`src/rtl/cvp_pkg.sv`:
```
package cvp_pkg;

    typedef enum logic {
        HOLD_CLEAR = 1'b0,
        HOLD_SET   = 1'b1
    } hold_e;

    localparam int DET_OV1 = 0;
    localparam int DET_OV2 = 1;
    localparam int DET_UV  = 2;
    localparam int N_DET   = 3;

    localparam int ST_W        = 16;
    localparam int ST_FLAG_LSB = 10;   // bits 10..12 hold OV1, OV2, UV
    localparam int GATE_W      = 4;
    localparam logic [GATE_W-1:0] BYPASS_GATES = 4'b0010;

endpackage

```
`src/rtl/cvp_thr_cmp.sv`:
```
module cvp_thr_cmp #(
    parameter int VW    = 16,
    parameter int FRAC  = 13,
    parameter bit OVER  = 1'b1
) (
    input  logic [VW-1:0] vcap,
    input  logic [VW-1:0] thr,
    output logic          trip
);
    localparam logic [VW:0] CAP = (VW+1)'(4) << FRAC;

    logic [VW:0] thr_eff;

    generate
        if (OVER) begin : g_over
            always_comb begin
                thr_eff = ({1'b0, thr} > CAP) ? CAP : {1'b0, thr};
                trip    = {1'b0, vcap} > thr_eff;
            end
        end else begin : g_under
            always_comb begin
                thr_eff = {1'b0, thr};
                trip    = {1'b0, vcap} < thr_eff;
            end
        end
    endgenerate
endmodule

```
`src/rtl/cvp_flag_fsm.sv`:
```
module cvp_flag_fsm
    import cvp_pkg::*;
(
    input  logic  en,
    input  logic  hold_opt,
    input  logic  trip,
    input  hold_e cur,
    output hold_e nxt,
    output logic  flag
);
    // next-state process
    always_comb begin
        nxt = cur;
        unique case (cur)
            HOLD_CLEAR: begin
                if (en && hold_opt && trip) nxt = HOLD_SET;      // ARM
            end
            HOLD_SET: begin
                if (!en)                      nxt = HOLD_CLEAR;  // DISARM
                else if (!hold_opt && !trip)  nxt = HOLD_CLEAR;  // RELEASE
            end
            default: nxt = HOLD_CLEAR;
        endcase
    end

    // output process
    always_comb begin
        flag = 1'b0;
        unique case (cur)
            HOLD_CLEAR: flag = en && trip;
            HOLD_SET:   flag = en;
            default:    flag = 1'b0;
        endcase
    end
endmodule

```
`src/rtl/cvp_hold_store.sv`:
```
module cvp_hold_store
    import cvp_pkg::*;
#(
    parameter int N_SM = 64,
    parameter int SMW  = 6
) (
    input  logic             clk,
    input  logic             rst_n,
    input  logic [SMW-1:0]   rd_idx,
    output logic [N_DET-1:0] rd_bits,
    input  logic             wr_en,
    input  logic [SMW-1:0]   wr_idx,
    input  logic [N_DET-1:0] wr_bits
);
    logic [N_DET-1:0] mem [N_SM];

    always_ff @(posedge clk or negedge rst_n) begin
        if (!rst_n) begin
            for (int i = 0; i < N_SM; i++) mem[i] <= '0;
        end else if (wr_en && (32'(wr_idx) < N_SM)) begin
            mem[wr_idx] <= wr_bits;
        end
    end

    always_comb begin
        rd_bits = '0;
        if (32'(rd_idx) < N_SM) rd_bits = mem[rd_idx];
    end
endmodule

```
`src/rtl/cvp_monitor.sv`:
```
module cvp_monitor
    import cvp_pkg::*;
#(
    parameter int N_SM = 64,
    parameter int VW   = 16,
    parameter int FRAC = 13,
    parameter int SMW  = (N_SM > 1) ? $clog2(N_SM) : 1
) (
    input  logic              clk,
    input  logic              rst_n,
    input  logic              s_valid,
    input  logic [SMW-1:0]    s_sm,
    input  logic [VW-1:0]     s_vcap,
    input  logic [GATE_W-1:0] s_gates,
    input  logic [ST_W-1:0]   s_state,
    input  logic              cfg_ov1_en,
    input  logic              cfg_ov1_hold,
    input  logic [VW-1:0]     cfg_ov1_thr,
    input  logic              cfg_ov2_en,
    input  logic              cfg_ov2_hold,
    input  logic [VW-1:0]     cfg_ov2_thr,
    input  logic              cfg_uv_en,
    input  logic              cfg_uv_hold,
    input  logic [VW-1:0]     cfg_uv_thr,
    output logic              m_valid,
    output logic [SMW-1:0]    m_sm,
    output logic [GATE_W-1:0] m_gates,
    output logic              m_bypass,
    output logic [ST_W-1:0]   m_state
);
    localparam logic [ST_W-1:0] FLAG_MASK = ST_W'({N_DET{1'b1}}) << ST_FLAG_LSB;

    logic [N_DET-1:0]  det_en, det_hold, det_trip, det_flag;
    logic [VW-1:0]     det_thr [N_DET];
    logic [N_DET-1:0]  cur_bits, nxt_bits;

    assign det_en   = {cfg_uv_en,   cfg_ov2_en,   cfg_ov1_en};
    assign det_hold = {cfg_uv_hold, cfg_ov2_hold, cfg_ov1_hold};
    assign det_thr[DET_OV1] = cfg_ov1_thr;
    assign det_thr[DET_OV2] = cfg_ov2_thr;
    assign det_thr[DET_UV]  = cfg_uv_thr;

    cvp_hold_store #(.N_SM(N_SM), .SMW(SMW)) u_store (
        .clk     (clk),
        .rst_n   (rst_n),
        .rd_idx  (s_sm),
        .rd_bits (cur_bits),
        .wr_en   (s_valid),
        .wr_idx  (s_sm),
        .wr_bits (nxt_bits)
    );

    generate
        for (genvar d = 0; d < N_DET; d++) begin : g_det
            hold_e cur_st, nxt_st;
            assign cur_st = hold_e'(cur_bits[d]);
            assign nxt_bits[d] = nxt_st;

            cvp_thr_cmp #(.VW(VW), .FRAC(FRAC), .OVER(d != DET_UV)) u_cmp (
                .vcap (s_vcap),
                .thr  (det_thr[d]),
                .trip (det_trip[d])
            );

            cvp_flag_fsm u_fsm (
                .en       (det_en[d]),
                .hold_opt (det_hold[d]),
                .trip     (det_trip[d]),
                .cur      (cur_st),
                .nxt      (nxt_st),
                .flag     (det_flag[d])
            );
        end
    endgenerate

    logic [ST_W-1:0]   st_next;
    logic [GATE_W-1:0] gates_next;

    always_comb begin
        st_next    = (s_state & ~FLAG_MASK) | (ST_W'(det_flag) << ST_FLAG_LSB);
        gates_next = det_flag[DET_OV1] ? BYPASS_GATES : s_gates;
    end

    always_ff @(posedge clk or negedge rst_n) begin
        if (!rst_n) begin
            m_valid  <= 1'b0;
            m_sm     <= '0;
            m_gates  <= '0;
            m_bypass <= 1'b0;
            m_state  <= '0;
        end else begin
            m_valid <= s_valid;
            if (s_valid) begin
                m_sm     <= s_sm;
                m_gates  <= gates_next;
                m_bypass <= det_flag[DET_OV1];
                m_state  <= st_next;
            end
        end
    end
endmodule

```
`config.mk`:
```
export PLATFORM = sky130hd
export DESIGN_NAME = cvp_monitor
export DESIGN_NICKNAME = d
export VERILOG_FILES = /design/src/rtl/cvp_pkg.sv /design/src/rtl/cvp_thr_cmp.sv /design/src/rtl/cvp_flag_fsm.sv /design/src/rtl/cvp_hold_store.sv /design/src/rtl/cvp_monitor.sv
export SDC_FILE = /design/constraint.sdc
export NUM_CORES = 1
export LEC_CHECK = 0
export ABC_AREA = 1
export BUFFER_PORTS_ARGS = -buffer_cell sky130_fd_sc_hd__buf_2
export CAP_MARGIN = 10
export CORE_ASPECT_RATIO = 1.5
export CORE_MARGIN = 2
export CORE_UTILIZATION = 40
export CTS_BUF_LIST = sky130_fd_sc_hd__clkbuf_16
export DETAILED_ROUTE_END_ITERATION = 7
export PLACE_DENSITY_LB_ADDON = 0.2
export SYNTH_ARGS = -nofsm -noshare
export SYNTH_HDL_FRONTEND = slang
export SYNTH_HIERARCHICAL = 1
export SYNTH_SLANG_ARGS = --single-unit
```
`constraint.sdc`:
```
create_clock -name clk -period 2.4 [get_ports clk]
set_input_delay 0.36 -clock clk [delete_from_list [all_inputs] [get_ports clk]]
set_output_delay 0.36 -clock clk [all_outputs]
set_load 0.05 [all_outputs]
```
==> metrics.md <==
| Metric | Value |
|---|---|
| Status | complete, but fails checks |
| Failing checks | setup timing |
| RSZ-0062 raised after global routing | yes |
| Worst Reg-to-Reg Cells | 13 |
| Num CTS Buffers | 22 |
| Seq/Total Area, Yosys | 0.475 |
| # setup viols final | 134 |
| Yosys top cell by area | dfrtp_1 |
| Total wire length | 37,600 um |
| Routed vias | 11,200 |
| Crit-path max cell delay | 320 ps |
| Post-route worst setup slack | -248 ps |
| Worst setup endpoint | u_store/mem[7]$_DFFE_PN0P_ |
| Min-Delay Path Class | in -> reg |
| Worst setup EP type | flop |
| Hold_sp | s_state[15] |
| Max cap viols | 0 |
| Yosys Warn Count | 6 |
| Clock Latency Late Sink | 530 ps |
| Final Skew | 22.9 ps |
| R2r endpoint | u_store/mem[2]$_DFFE_PN0P_ |
| CP arrival | 3090 ps |
| Drc violations | 0 |
| Grt total ovfl | 0 |
| Final Wtd Congestion | 0.876 |
| Footprint of the multi-input gates | 6450 um^2 |
| CP max FO | 7 |
| CTS tree | yes |
| Root buf cell | clkbuf_16 |
| Slew @ Worst Pin | 569 ps |
| Count of input and output buffers | 123 |
| Area fraction of the dominant cell type after synthesis | 0.475 |
| Clock Sinks | 219 |
| DP Area | 13,500 um^2 |
| Filler instances | 2,669 |
| Path type of the worst setup path | in -> reg |
| Layout cells sized above 1 | 0.266 |
| CTS clk-pin slew, worst paths | 60 ps |
| RR Startpoint | u_store/mem[23]$_DFFE_PN0P_ |
| CORE AREA | 28,500 um^2 |
| Die Ht | 212 um |
| Mapped Area | 11,500 um^2 |
| Final hold violations | 0 |
| Area added between synthesis and finish | 34.4% |
| DR WL/cell | 17.8 um |
| FMAX | 378 MHz |
| CP cell instances | buf_8, nor2_4, nand2_1, nor4_2, buf_4, nand2_4, nand2_8, buf_12, nand2_4, ha_4, nand2_4, nor2_4, nand2_4, nor2_4, nor2_4, a21oi_4, o21ai_2, nor2_2, clkinv_4, buf_12, buf_12, o21ai_2 |
| Post-route cell area | 15,500 um^2 |
| Data required, critical path | 2840 ps |
| IO Count | 127 |
| Number of diodes | 0 |
| Die X | 143 um |
| Storage element area | 5480 um^2 |
| Ys async rst share | 1.00 |
| Synth top cells by count | nand2_1 (627), dfrtp_1 (219), nand3_1 (169) |
| Pwr/cell area | 631 nW/um^2 |
| Maximum number of pins on one net before global-route repair | 65 |
| Mapped Avg Cell Area | 7.52 um^2 |
| Final Max Tran Viols | 0 |
| DRT iter0 DRCs | 704 |
| Post-route ant nets | 0 |
| Most used DFF post-synth | dfrtp_1 |
| Slowest library cell on the worst path | nor4_2 |
| Total Routing Usage GR | 0.247 |
| Initial core utilization | 0.405 |
| Initial antenna violation count | 1 |
| Slew margin rel. | 0.619 |
| H-tree Lvls | 1 |
| Tcrit/Tclk final | 1.10 |
| Synth top area cells | dfrtp_1 (47%), nand2_1 (20%), nand3_1 (7.3%) |
| DIE AREA | 30,300 um^2 |
| Vias in the first global route | 11,100 |
| Top-count cell post-synth | nand2_1 |
| Worst hold slack | 30.1 ps |
| Post-synth EDFFs | 0 |
| Synth unique cells | 26 |
| Syn Nets | 1,681 |
| P_leak | 7.44 nW |
| First-pass GRT wire length | 58,400 um |
| Synth Instances | 1,535 |
| DP Wirelength | 25,300 um |
| Fin nets | 1,891 |
| Peak VDD IR | 0.538 mV |
| R2r setup slk | 200 ps |
| Pre-CTS setup slack | -900 ps |
| First-pass DRT Iterations | 5 |
| Worst Setup SP | cfg_ov2_thr[3] |
| Worst setup SP type | input pin |
| Min Tclk post-route | 2650 ps |
| Row cnt | 76 |
| Seq cells post-synth | 219 |
| Post-route setup TNS | -22,410 ps |
| Max Root-Sink Buffers | 3 |
| Vias per cell | 5.32 |
report_power, final:
group          internal (mW)  leakage, nW  total (mW)  switching [mW]
clock network           1.83        0.344        3.28            1.44
registers               4.06         2.93        4.26           0.199
logic                  0.902         4.16        2.25            1.35
cell usage in the layout (no fill, tap or decap), drive strengths merged:
cell	count
nand3	169
clkinv	12
a21oi	55
a21o	2
clkbuf	25
dfrtp	219
nor3b	2
bufinv	1
clkinvlp	2
o21ai	163
nor3	18
and3	2
inv	77
dlygate4sd3	1
ha	47
buf	246
nand2	630
nor2	80
nor4	8
nand4	1
through the flow:
| step | power (mW) | cells | utilization |
|---|---|---|---|
| floorplan | 5.41 | 1535 | - |
| CTS | 9.68 | 2098 | 0.521 |
| global route | 10.3 | 2111 | 0.544 |
| global placement | 6.10 | 2045 | 0.472 |
| finish | 9.79 | 2111 | 0.544 |
| detailed placement | 6.14 | 2045 | 0.472 |
worst max-delay path: cells and delay by family:
family,cells,cell delay [ps]
AO/OA/AOI/OAI,3,360
AND/OR/NAND/NOR,12,1260
buffers and inverters,6,820
adder cells (fa/ha/maj),1,270
registers in the layout, summed over array words and instances, names as in the netlist:
signal,count
m_gates,4
m_sm,6
m_valid,1
m_state,16
u_store/mem,192
final cells by class:
type	instances	area share
Multi-Input combinational cell	1177	0.416
Sequential cell	219	0.353
Timing Repair Buffer	249	0.139
Clock buffer	23	0.0371
Tap cell	351	0.0283
Inverter	75	0.0196
Clock inverter	16	0.00629
Timing Repair inverter	1	0.000564
timing repair:
item                                    in CTS  in global routing
cloned                                       9                  3
pin swaps                                   25                 78
hold buffers                                 1                  0
buffers inserted                             4                 12
hold endpoints to repair                    38                  0
endpoints found under the setup margin     133                134
gates resized for setup                    123                161
worst min-delay path by stage:
stage	slack (ps)	end	depth (start not counted)
3_5_place_dp	290	u_store/mem[8]$_DFFE_PN0P_	1
2_1_floorplan	60	m_gates[0]$_DFFE_PN0P_	0
6_report	30	m_state[15]$_DFFE_PN0P_	3
3_3_place_gp	290	u_store/mem[8]$_DFFE_PN0P_	1
5_1_grt	20	m_state[0]$_DFFE_PN0P_	3
4_1_cts	20	m_state[15]$_DFFE_PN0P_	3
cells by family (layout without fill, tap and decap cells):
logic type | count (synthesis) | in the layout | synth area share
buffers and inverters | 140 | 364 | 0.0506
AO/OA/AOI/OAI | 220 | 220 | 0.0958
flip-flops | 219 | 219 | 0.475
AND/OR/NAND/NOR | 909 | 910 | 0.328
adder cells (fa/ha/maj) | 47 | 47 | 0.0509
layer usage:
metal	GRT usage	part of all wire	up-vias
met2	0.454	0.52	324
li1	-	-	5446
met4	0.117	0.050	2
met3	0.0302	0.049	100
met5	0	0.00029	-
met1	0.281	0.38	5361
Note: power is estimated with default switching activity, not from simulation.
